## config.mk

```make
export PLATFORM = sky130hd
export DESIGN_NAME = serial_conv_port
export DESIGN_NICKNAME = d
export VERILOG_FILES = /design/src/rtl/scp_pkg.sv /design/src/rtl/scp_edge_sync.sv /design/src/rtl/scp_conv_timer.sv /design/src/rtl/scp_result_shift.sv /design/src/rtl/serial_conv_port.sv
export SDC_FILE = /design/constraint.sdc
export NUM_CORES = 1
export LEC_CHECK = 0
export ABC_AREA = 0
export BUFFER_PORTS_ARGS = -buffer_cell sky130_fd_sc_hd__buf_4
export CAP_MARGIN = 40
export CELL_PAD_IN_SITES_DETAIL_PLACEMENT = 0
export CELL_PAD_IN_SITES_GLOBAL_PLACEMENT = 2
export CORE_UTILIZATION = 39
export DETAILED_ROUTE_END_ITERATION = 16
export PLACE_DENSITY_LB_ADDON = 0.12
export SLEW_MARGIN = 20
export SYNTH_ARGS = -nofsm -noshare
export SYNTH_HDL_FRONTEND = slang
export SYNTH_HIERARCHICAL = 1
export SYNTH_SLANG_ARGS = --single-unit
```

## constraint.sdc

```tcl
create_clock -name clk -period 4 [get_ports clk]
set_clock_uncertainty 0.05 [all_clocks]
set_input_delay 0.4 -clock clk [delete_from_list [all_inputs] [get_ports clk]]
set_output_delay 0.4 -clock clk [all_outputs]
set_load 0.1 [all_outputs]
```

## src/rtl/scp_pkg.sv

```systemverilog
package scp_pkg;

   typedef enum logic [1:0] {
      PH_SLEEP = 2'd0,
      PH_CONV  = 2'd1,
      PH_READY = 2'd2,
      PH_SHIFT = 2'd3
   } phase_t;

endpackage

```

## src/rtl/scp_edge_sync.sv

```systemverilog
module scp_edge_sync #(
   parameter int STAGES = 2
) (
   input  logic clk,
   input  logic rst_n,
   input  logic line_in,
   output logic fall_o,
   output logic rise_o
);

   localparam int TOP = STAGES;

   initial begin : p_param_chk
      assert (STAGES >= 2) else $error("scp_edge_sync: STAGES must be at least 2");
   end

   // chain[0..STAGES-1] synchronise, chain[STAGES] holds previous sample
   logic [TOP:0] chain;

   for (genvar g = 0; g <= TOP; g++) begin : g_stage
      if (g == 0) begin : g_first
         always_ff @(posedge clk or negedge rst_n) begin
            if (!rst_n) chain[g] <= 1'b1;
            else        chain[g] <= line_in;
         end
      end else begin : g_next
         always_ff @(posedge clk or negedge rst_n) begin
            if (!rst_n) chain[g] <= 1'b1;
            else        chain[g] <= chain[g-1];
         end
      end
   end

   assign fall_o = chain[TOP] & ~chain[TOP-1];
   assign rise_o = ~chain[TOP] & chain[TOP-1];

endmodule

```

## src/rtl/scp_conv_timer.sv

```systemverilog
module scp_conv_timer #(
   parameter int WIN_CYCLES  = 1000,
   parameter int CONV_CYCLES = 200000,
   parameter int MAX_RED     = 6,
   parameter int CNT_W       = $clog2(CONV_CYCLES + 1),
   parameter int RED_W       = $clog2(MAX_RED + 1)
) (
   input  logic             clk,
   input  logic             rst_n,
   input  logic             start_i,
   input  logic             active_i,
   input  logic             fall_i,
   input  logic             rise_i,
   output logic [RED_W-1:0] red_o,
   output logic             ack_o,
   output logic             in_win_o,
   output logic             done_o
);

   localparam logic [CNT_W-1:0] WIN_L  = CNT_W'(WIN_CYCLES);
   localparam logic [CNT_W-1:0] FULL_L = CNT_W'(CONV_CYCLES);
   localparam logic [RED_W-1:0] MAX_L  = RED_W'(MAX_RED);

   initial begin : p_param_chk
      assert (WIN_CYCLES > 0) else $error("scp_conv_timer: empty window");
      assert ((CONV_CYCLES >> MAX_RED) > WIN_CYCLES + 1)
         else $error("scp_conv_timer: shortest conversion must outlast the window");
   end

   logic [CNT_W-1:0] cnt_q;
   logic [RED_W-1:0] red_q;
   logic             ack_q;
   logic [CNT_W-1:0] len;
   logic             take;

   assign in_win_o = (cnt_q < WIN_L);
   assign take     = active_i && fall_i && in_win_o && (red_q < MAX_L);
   assign len      = FULL_L >> red_q;
   assign done_o   = active_i && (cnt_q == len - CNT_W'(1));

   always_ff @(posedge clk or negedge rst_n) begin
      if (!rst_n) begin
         cnt_q <= '0;
         red_q <= '0;
         ack_q <= 1'b0;
      end else if (start_i) begin
         cnt_q <= '0;
         red_q <= '0;
         ack_q <= 1'b0;
      end else if (active_i) begin
         cnt_q <= cnt_q + CNT_W'(1);
         if (take) begin
            red_q <= red_q + RED_W'(1);
            ack_q <= 1'b1;
         end else if (rise_i || !in_win_o) begin
            ack_q <= 1'b0;
         end
      end
   end

   assign red_o = red_q;
   assign ack_o = ack_q;

endmodule

```

## src/rtl/scp_result_shift.sv

```systemverilog
module scp_result_shift #(
   parameter int W     = 16,
   parameter int POS_W = $clog2(W + 1)
) (
   input  logic             clk,
   input  logic             rst_n,
   input  logic             load_i,
   input  logic             advance_i,
   input  logic [W-1:0]     word_i,
   input  logic [POS_W-1:0] nbits_i,
   output logic             bit_o,
   output logic             last_o
);

   logic [W-1:0]     sh_q;
   logic [POS_W-1:0] pos_q;

   always_ff @(posedge clk or negedge rst_n) begin
      if (!rst_n) begin
         sh_q  <= '0;
         pos_q <= '0;
      end else if (load_i) begin
         sh_q  <= word_i;
         pos_q <= '0;
      end else if (advance_i) begin
         // first advance only exposes the top bit, later ones shift
         if (pos_q != '0) sh_q <= {sh_q[W-2:0], 1'b0};
         pos_q <= pos_q + POS_W'(1);
      end
   end

   assign bit_o  = sh_q[W-1];
   assign last_o = (pos_q == nbits_i);

endmodule

```

## src/rtl/serial_conv_port.sv

```systemverilog
module serial_conv_port #(
   parameter int FULL_BITS   = 16,
   parameter int MIN_BITS    = 10,
   parameter int WIN_CYCLES  = 1000,
   parameter int CONV_CYCLES = 200000,
   parameter int SYNC_STAGES = 2
) (
   input  logic                 clk,
   input  logic                 rst_n,
   input  logic                 sclk_in,
   input  logic [FULL_BITS-1:0] conv_data_in,
   output logic                 sdat_out
);
   import scp_pkg::*;

   localparam int MAX_RED = FULL_BITS - MIN_BITS;
   localparam int RED_W   = $clog2(MAX_RED + 1);
   localparam int POS_W   = $clog2(FULL_BITS + 1);
   localparam int CNT_W   = $clog2(CONV_CYCLES + 1);

   initial begin : p_param_chk
      assert (MIN_BITS >= 2 && MIN_BITS < FULL_BITS)
         else $error("serial_conv_port: bad width range");
      assert (POS_W > RED_W) else $error("serial_conv_port: width counter too narrow");
   end

   phase_t           ph_q, ph_d;
   logic             fall, rise;
   logic             start, active, done, in_win, ack;
   logic             advance, sh_bit, last;
   logic [RED_W-1:0] red;
   logic [POS_W-1:0] nbits;

   scp_edge_sync #(.STAGES(SYNC_STAGES)) u_sync (
      .clk    (clk),
      .rst_n  (rst_n),
      .line_in(sclk_in),
      .fall_o (fall),
      .rise_o (rise)
   );

   assign start  = (ph_q == PH_SLEEP) && fall;
   assign active = (ph_q == PH_CONV);

   scp_conv_timer #(
      .WIN_CYCLES (WIN_CYCLES),
      .CONV_CYCLES(CONV_CYCLES),
      .MAX_RED    (MAX_RED),
      .CNT_W      (CNT_W),
      .RED_W      (RED_W)
   ) u_timer (
      .clk     (clk),
      .rst_n   (rst_n),
      .start_i (start),
      .active_i(active),
      .fall_i  (fall),
      .rise_i  (rise),
      .red_o   (red),
      .ack_o   (ack),
      .in_win_o(in_win),
      .done_o  (done)
   );

   assign nbits   = POS_W'(FULL_BITS) - POS_W'(red);
   assign advance = ((ph_q == PH_READY) && fall) ||
                    ((ph_q == PH_SHIFT) && fall && !last);

   scp_result_shift #(.W(FULL_BITS), .POS_W(POS_W)) u_shift (
      .clk      (clk),
      .rst_n    (rst_n),
      .load_i   (done),
      .advance_i(advance),
      .word_i   (conv_data_in),
      .nbits_i  (nbits),
      .bit_o    (sh_bit),
      .last_o   (last)
   );

   always_comb begin
      ph_d = ph_q;
      unique case (ph_q)
         PH_SLEEP: if (fall)         ph_d = PH_CONV;
         PH_CONV:  if (done)         ph_d = PH_READY;
         PH_READY: if (fall)         ph_d = PH_SHIFT;
         PH_SHIFT: if (rise && last) ph_d = PH_SLEEP;
         default:                    ph_d = PH_SLEEP;
      endcase
   end

   always_ff @(posedge clk or negedge rst_n) begin
      if (!rst_n) ph_q <= PH_SLEEP;
      else        ph_q <= ph_d;
   end

   always_comb begin
      unique case (ph_q)
         PH_CONV:  sdat_out = ack;
         PH_SHIFT: sdat_out = sh_bit;
         default:  sdat_out = 1'b1;
      endcase
   end

endmodule

```

# ---- Word-level counts from Yosys, hierarchy flattened
# Index checks and enable logic that the tools add are counted.
dict set report word_totals {
  word_cells 74
  output_inout_bits 1
  ff_bits 48
  input_bits 19
}
dict set report classes {
  n_eq_ne 9
  bitwise 4
  order_cmp 2
  n_reduce_logical 24
  n_shift 1
  muxes 20
  addsub 5
}
# cell count
set ops {}
lappend ops {{16-bit 2-to-1 mux} 3}
lappend ops {{18-bit 2-to-1 mux} 2}
lappend ops {{18-bit by 1-bit adder with 18-bit output (second input constant)} 1}
lappend ops {{18-bit == test} 1}
lappend ops {{18-bit by 10-bit less-than comparator with 1-bit output (second input constant)} 1}
lappend ops {{18-bit by 3-bit right shift with 18-bit output (first input constant)} 1}
lappend ops {{18-bit by 1-bit subtractor with 18-bit output (second input constant)} 1}
lappend ops {{5-bit 2-to-1 mux} 2}
lappend ops {{1-bit logical AND} 9}
lappend ops {{3-bit 2-to-1 mux} 3}
lappend ops {{2-bit 2-to-1 mux} 4}
lappend ops {{2-bit one-hot mux with 4 select lines} 1}
lappend ops {{2-bit nonzero test} 4}
lappend ops {{2-bit != test (second input constant)} 3}
lappend ops {{2-bit AND reduction} 3}
lappend ops {{5-bit by 1-bit adder with 5-bit output (second input constant)} 1}
lappend ops {{5-bit == test} 1}
lappend ops {{5-bit nonzero test} 1}
lappend ops {{5-bit by 3-bit subtractor with 5-bit output (first input constant)} 1}
lappend ops {{2-bit == test (second input constant)} 2}
lappend ops {{1-bit 2-to-1 mux} 4}
lappend ops {{4-bit AND reduction} 1}
lappend ops {{3-bit by 1-bit adder with 3-bit output (second input constant)} 1}
lappend ops {{3-bit less-than comparator (second input constant)} 1}
lappend ops {{9 further kinds} 13}

# ---- Longest topological paths before layout
# Gate-level depths: netlist (run 1).
dict set report logic_depth {
  depth_word 8
  mapped_depth 13
  depth_no_buf 12
}

# ---- Hierarchy
# The synthesis (run 1) kept the hierarchy.
# module seq_area_each_um2 n_inst cells_per_inst area_each_um2
set modules_own_cells {}
lappend modules_own_cells {scp_conv_timer 550.5 1 174 1679.1}
lappend modules_own_cells {scp_result_shift 525.5 1 121 1119.8}
lappend modules_own_cells {serial_conv_port 50.0 1 26 247.7}
lappend modules_own_cells {scp_edge_sync 78.8 1 5 93.8}

# ---- Worst setup path before layout (run 1)
# Ideal clock, no wire load.
dict set report synth_path {
  path_kind {register to output}
  start {register ph_q[0]}
  end {output sdat_out}
  stages_incl_launch_ff 3
  arrival_time_ps 2746
  n_path_buf 0
  slack_ps 804
  required_time_ps 3550
  cell_sequence {dfrtp_1 > ha_1 > o21ai_0}
}
dict set report synth_via {
  elab_chain_len 2
  elab_cells_between_ends 3
  classes_between {eq/ne: 2; mux: 1}
}
# item line
set synth_rtl {}
lappend synth_rtl {{from (decl)} serial_conv_port.sv:27} ;# phase_t ph_q, ph_d;
lappend synth_rtl {{from (signal assigned)} serial_conv_port.sv:92} ;# else ph_q <= ph_d;
lappend synth_rtl {{2-bit == test / 2-bit by 1-bit == test with 1-bit output (equally long branches)} serial_conv_port.sv:96} ;# unique case (ph_q)
lappend synth_rtl {{1-bit one-hot mux with 2 select lines *} serial_conv_port.sv:96}
lappend synth_rtl {{to (decl)} serial_conv_port.sv:12} ;# output logic sdat_out
# Every way passes the cells marked *; elsewhere a longest branch is shown, timed or not.

# ---- Worst setup path in the final report (run 1)
dict set report layout_path {
  start {register u_timer.red_q[0] (netlist: u_timer/red_o[0])}
  end {register u_shift.sh_q[14]}
}
dict set report layout_via {
  elab_cells_between_ends 13
  classes_between {add/sub: 2; eq/ne: 2; shift: 1; mux: 1; reduce/logical: 7}
}
# item line
set layout_rtl {}
lappend layout_rtl {{from (decl)} scp_conv_timer.sv:31} ;# logic [RED_W-1:0] red_q;
lappend layout_rtl {{from (signal assigned)} scp_conv_timer.sv:53} ;# red_q <= red_q + RED_W'(1);
lappend layout_rtl {{18-bit by 3-bit right shift with 18-bit output *} scp_conv_timer.sv:38} ;# assign len = FULL_L >> red_q;
lappend layout_rtl {{18-bit by 1-bit subtractor with 18-bit output *} scp_conv_timer.sv:39} ;# assign done_o = active_i && (cnt_q == len - CNT_W'(1));
lappend layout_rtl {{18-bit == test *} scp_conv_timer.sv:39}
lappend layout_rtl {{1-bit logical AND *} scp_conv_timer.sv:39}
lappend layout_rtl {{named net done} serial_conv_port.sv:29} ;# logic start, active, done, in_win, ack;
lappend layout_rtl {{2-bit nonzero test (no line)} n/a}
lappend layout_rtl {{2-bit AND reduction (no line)} n/a}
lappend layout_rtl {{to (signal assigned)} scp_result_shift.sv:23} ;# sh_q <= word_i;
lappend layout_rtl {{to (signal assigned)} scp_result_shift.sv:27} ;# if (pos_q != '0) sh_q <= {sh_q[W-2:0], 1'b0};
lappend layout_rtl {{to (decl)} scp_result_shift.sv:15} ;# logic [W-1:0] sh_q;
# The timed path passes the listed nets; every way through them passes the cells marked *.
# A chain may end at the register's enable or synchronous reset.

==> flow_metrics.tcl, run 1 <==
set metrics [dict create \
    slew_violations 0 \
    fin_crit_ps 3302 \
    status "finished clean" \
    worstHoldPathType "in -> async" \
    port_buffers 19 \
    post_cts_resized 0 \
    crit_type "reg -> reg" \
    area_growth_pct 10.29 \
    start_util 0.4038 \
    core_area_um2 7767 \
    fin_nets 376 \
    max_freq_ghz 0.3029 \
    dp_hpwl_um 4717 \
    dp_cells 433 \
    powerDensity_nw_per_um2 528.6 \
    fill_cells 769 \
    grt_max_degree 49 \
    syn_inst 325 \
    drc_errors 0 \
    antenna_found_initial 0 \
    cts_tree "built" \
    place_worst_setup_slack_ps 765.1 \
    rows 32 \
    drt-total-wl_um 6767 \
    hold_ws_ps 66.45 \
    die_h_um 91.68 \
    p_leak_nw 1.527 \
    dr_total_vias 2344 \
    dieArea_um2 8405 \
    worstSkewPairLatency_ps 300 \
    fin_tns_setup_ps 0 \
    clock-sinks 48 \
    yosysWarnings 6 \
    final_cells 441 \
    cts_setup_buffers 0 \
    worst_setup_path_end_kind "flip-flop" \
    tightestPinTransition_ps 629.1 \
    clock_path_buffers 2 \
    crit_required_ps 4130 \
    wire_per_inst_um 15.34 \
    syn_avg_cell_area_um2 9.652 \
    holdBufCountCts 0 \
    irDropWorstVdd_uv 245.4 \
    setup_viol 0 \
    use_met1 0.2684 \
    boundaryPins 20 \
    h-tree-depth 2 \
    arrival_ps 3440 \
    syn-cell-area_um2 3137 \
    gp_congestion 0.8501 \
    avgViaCountPerCell 5.315 \
    crit_path_max_fanout 37 \
    grt-busiest-layer "met1" \
    grtUsageMet2 0.2525 \
    hold_viol_final 0 \
    first_global_vias 2271 \
    synth_nets 363 \
    cp-start-kind "flip-flop" \
    drive_above_1_share 0.1622 \
    met3_usage 0.03317 \
    layout_setup_ws_ps 698.3 \
    maxCapViolCount 0 \
    antenna_cells 0 \
    root_buffer "clkbuf_8" \
    relSlewSlack 0.5806 \
    grt_setup_unrepaired "false" \
    ant_nets 0 \
    grt_usage 0.1771 \
    post-route-period-util 0.8254 \
    grt-ovfl-total 0 \
    drt_first_pass_iters 4 \
    cts_buffers 5 \
    grt_pass1_wl_um 11700 \
    fp.dieW_um 91.68 \
    clk_pin_slew_worst_paths_ps 80 \
    drt_iter0_markers 118 \
]
## path summary, 6_finish.rpt
check	startpoint	endpoint	slack, ps	cells after the start
min in group clk	sclk_in	u_sync/chain[0]	160	1
worst min-delay path	rst_n	u_timer/cnt_q[3]	70	1
worst max-delay path	u_timer/red_o[0]	u_shift/sh_q[14]	700	12
max in group asynchronous	rst_n	u_timer/red_o[0]	3410	1
worst min register to register	u_sync/chain[0]	u_sync/chain[1]	310	0
worst max register to register	u_timer/red_o[0]	u_shift/sh_q[14]	700	12
## cells in the final DEF, fill, tap and decap left out, types with 2 or more instances in the layout
master    count
dfrtp_1      45
nor2_1       31
xor2_1       28
buf_4        24
a21oi_1      19
nor2b_1      18
ha_1         18
a31oi_1      17
inv_1        13
o21ai_0      13
xnor2_1      13
nand3_1      12
o21ai_1      12
nand2_1      11
nand4_1       8
clkbuf_8      5
mux2i_1       5
dfstp_2       3
nand2b_1      2
o211ai_2      2
clkbuf_1      2
nor4_2        2
nor4_4        2
nand3_2       2
o211ai_1      2
and4_4        2
nor3_4        2
## flip-flops by register name, indices dropped and copies added (netlist names)
| register | flops |
|---|---|
| u_sync/chain | 3 |
| u_timer/cnt_q | 18 |
| u_timer/red_o | 3 |
| u_shift/sh_q | 16 |
| ph_q | 2 |
| u_timer/ack_o | 1 |
| u_shift/pos_q | 5 |
## power by group
group	internal [W]	total [W]	switching (W)
clock network	0.000187	0.000352	0.000165
registers	0.000606	0.000731	0.000125
logic	0.000312	0.000745	0.000433
total	0.00111	0.00183	0.000723
## through the flow
stage	utilization	area, µm²	power (W)
floorplan	-	3137	0.001312
global placement	0.4317	3353	0.001491
detailed placement	0.4317	3353	0.001491
CTS	0.4454	3460	0.001858
global route	0.4454	3460	0.001983
finish	0.4454	3460	0.001829
## final cells by class
cell class | count | area [µm²] | share of cell area
Inverter | 14 | 52.55 | 0.01519
Timing Repair Buffer | 24 | 180.2 | 0.05208
Clock buffer | 7 | 76.32 | 0.02206
Clock inverter | 1 | 30.03 | 0.008680
Multi-Input combinational cell | 245 | 1788 | 0.5168
Tap cell | 102 | 127.6 | 0.03689
Sequential cell | 48 | 1205 | 0.3483
## routing by layer
| layer | wire, µm | share of wire | up-vias |
|---|---|---|---|
| met5 | 0 | 0 | - |
| met1 | 3572 | 0.53 | 1134 |
| met4 | 101 | 0.015 | 0 |
| li1 | - | - | 1157 |
| met3 | 248 | 0.037 | 9 |
| met2 | 2844 | 0.42 | 44 |
## worst max-delay path, cell delays in order (launching register included)
cell	delay (ps)
dfrtp_1	580
inv_1	200
ha_1	330
nand2_1	90
ha_1	260
nor4b_1	340
a221oi_2	70
xor2_1	220
nand3_1	160
nor4_4	280
buf_4	360
nor2b_1	200
a21oi_1	50
No activity file was read; power rests on OpenSTA's default activity.
==> inputs of run 2 (changes only) <==
Settings changed: CORE_UTILIZATION 39 to 35.
Clock period 4 ns to 2.7 ns, I/O delays scaled along.
==> run 2 against run 1 <==
Compared with the run above:
- sequential power rose by 48%
- routed wire length rose by 10%
- register-to-register slack got worse by 680 ps
- total power rose by 57%
- final area rose by 9.5%
- setup slack got worse by 680 ps
- maximum frequency rose by 23%
- final cell count rose by 7.5%
- critical path depth fell by 1
==> flow_metrics.tcl, run 2 (synthesis gave the netlist of run 1 again) <==
set metrics [dict create \
    antenna_found_initial 0 \
    arrival_ps 2810 \
    dieArea_um2 9345 \
    cts_buffers 5 \
    max_flop_register "u_timer/cnt_q" \
    hold_viol_final 0 \
    fin_nets 403 \
    crit_path_max_fanout 16 \
    power_switching_w 0.001128 \
    tightestPinTransition_ps 635.6 \
    irDropWorstVdd_uv 233.9 \
    clock_path_buffers 2 \
    grt_setup_unrepaired "true" \
    core_area_um2 8678 \
    status "finished clean" \
    dp_cells 459 \
    p_seq_frac 0.375 \
    drt-total-wl_um 7447 \
    post-route-period-util 0.9915 \
    crit_type "reg -> reg" \
    cts_tree "built" \
    p_clk_frac 0.179 \
    wire_per_inst_um 15.71 \
    relSlewSlack 0.5763 \
    grt_max_degree 49 \
    dr_total_vias 2400 \
    drc_errors 0 \
    boundaryPins 20 \
    port_buffers 19 \
    die_h_um 96.67 \
    layout_common_cells "46 x buf_4, 42 x dfrtp_1, 31 x nor2_1, 28 x xor2_1, 19 x a21oi_1" \
    antenna_cells 0 \
    powerDensity_nw_per_um2 758.1 \
    area_growth_pct 20.78 \
    rows 34 \
    cp_common_cell "nand4_1" \
    avgViaCountPerCell 5.063 \
    p_leak_nw 1.680 \
    drt_first_pass_iters 4 \
    internal-power_w 0.001744 \
    drt_iter0_markers 65 \
    max_stage_delay_ps 530 \
    cp-start-kind "flip-flop" \
    worst_setup_path_end_kind "flip-flop" \
    max_freq_ghz 0.3736 \
    drive_above_1_share 0.2514 \
    hold_ws_ps 32.79 \
    largestRegisters "u_timer/cnt_q: 18 flops, u_shift/sh_q: 16 flops, u_shift/pos_q: 5 flops" \
    maxCapViolCount 0 \
    ant_nets 0 \
    slew_violations 0 \
    gp_congestion 0.7782 \
    worstSkewPairLatency_ps 300 \
    start_util 0.3614 \
    fp.dieW_um 96.67 \
    grt-ovfl-total 0 \
    setup_viol 0 \
    crit_required_ps 2830 \
    clk_pin_slew_worst_paths_ps 80 \
    dp_hpwl_um 5155 \
    worstHoldPathType "in -> reg" \
    fin_crit_ps 2677 \
    h-tree-depth 2 \
    swShare 0.3929 \
    root_buffer "clkbuf_8" \
    final_cells 474 \
    comb_power_share 0.446 \
    final_common_cell "buf_4" \
    grt_pass1_wl_um 12610 \
    crit_slowest_cell "fa_1" \
    first_global_vias 2433 \
    largest_reg_flops 18 \
    cp_cell_sequence "inv_2 > fa_1 > xor2_1 > nand4_1 > nor4_2 > nand4_1 > nor4_4 > buf_4 > clkbuf_16 > nor2b_1 > a21oi_1" \
    clock-sinks 48 \
    grt_usage 0.1660 \
]
[run 2: changes by cell type in the layout (fill, tap and decap cells not counted), sizes merged]
cell	before	now
inv	14	13
clkbuf	7	9
dlygate4sd3	0	1
clkinv	0	1
buf	24	48
[run 2: worst max-delay path, delay by kind of cell, from the launching register on]
kind,cells,cell delay (ps)
xor gates and xnor gates,1,160
buffers and inverters,3,450
DFF,1,420
and+or+nand+nor,5,910
adders and majority gates,1,530
AOI/OAI and AO/OA,1,50
[run 2: stage by stage]
| stage | area (µm²) | utilization | setup TNS (ps) | power, W | worst slack, ps |
|---|---|---|---|---|---|
| finish | 3789 | 0.4366 | 0 | 0.002872 | 23.07 |
| global route | 3789 | 0.4366 | -2409 | 0.003113 | -143.0 |
| CTS | 3677 | 0.4237 | -8.948 | 0.002876 | -6.575 |
| detailed placement | 3515 | 0.4050 | -2238 | 0.002316 | -148.6 |
| global placement | 3515 | 0.4050 | -1686 | 0.002306 | -113.4 |
| floorplan | 3146 | - | 0 | 0.001949 | 8.663 |
[run 2: layer usage]
metal / routed length [µm] / up-vias / part of all wire / track usage
li1: - / 1209 / - / -
met1: 4003 / 1173 / 0.54 / 0.2561
met2: 3241 / 14 / 0.44 / 0.2449
met3: 156 / 4 / 0.021 / 0.02601
met4: 46 / 0 / 0.0062 / 0.03100
met5: 0 / - / 0 / 0
[run 2: final timing paths]
check	startpoint	end	slack, ps	depth (start not counted)
worst max-delay path	u_timer/red_o[1]	u_shift/sh_q[10]	20	11
worst min-delay path	sclk_in	u_sync/chain[0]	30	1
worst max register to register	u_timer/red_o[1]	u_shift/sh_q[10]	20	11
worst min register to register	u_sync/chain[0]	u_sync/chain[1]	310	0
max in group asynchronous	rst_n	u_timer/red_o[2]	1670	2
min in group asynchronous	rst_n	u_timer/red_o[0]	470	2
[run 2: power groups by stage]
stage,sequential [W],combinational [W],clock (W)
2_1_floorplan,0.00104,0.000906,0
6_report,0.00108,0.00128,0.000514
3_3_place_gp,0.00108,0.00122,0
5_1_grt,0.00111,0.00143,0.000571
4_1_cts,0.00107,0.00126,0.000542
3_5_place_dp,0.00108,0.00124,0
[run 2: final cells by class]
class / count / area, µm²
fill: 897 / 4890
multi-input combinational: 245 / 1842
sequential: 48 / 1209
timing repair buffer: 51 / 436.7
tap: 108 / 135.1
clock buffer: 7 / 76.32
inverter: 14 / 60.06
clock inverter: 1 / 30.03
[run 2: what timing repair did]
item / CTS / global route
endpoints found under the hold margin: 45 / 0
gates cloned: 0 / 2
hold buffers: 1 / 0
setup endpoints to repair: 19 / 22
buffers inserted: 2 / 2
gates resized for setup: 9 / 9
pin swaps: 3 / 2
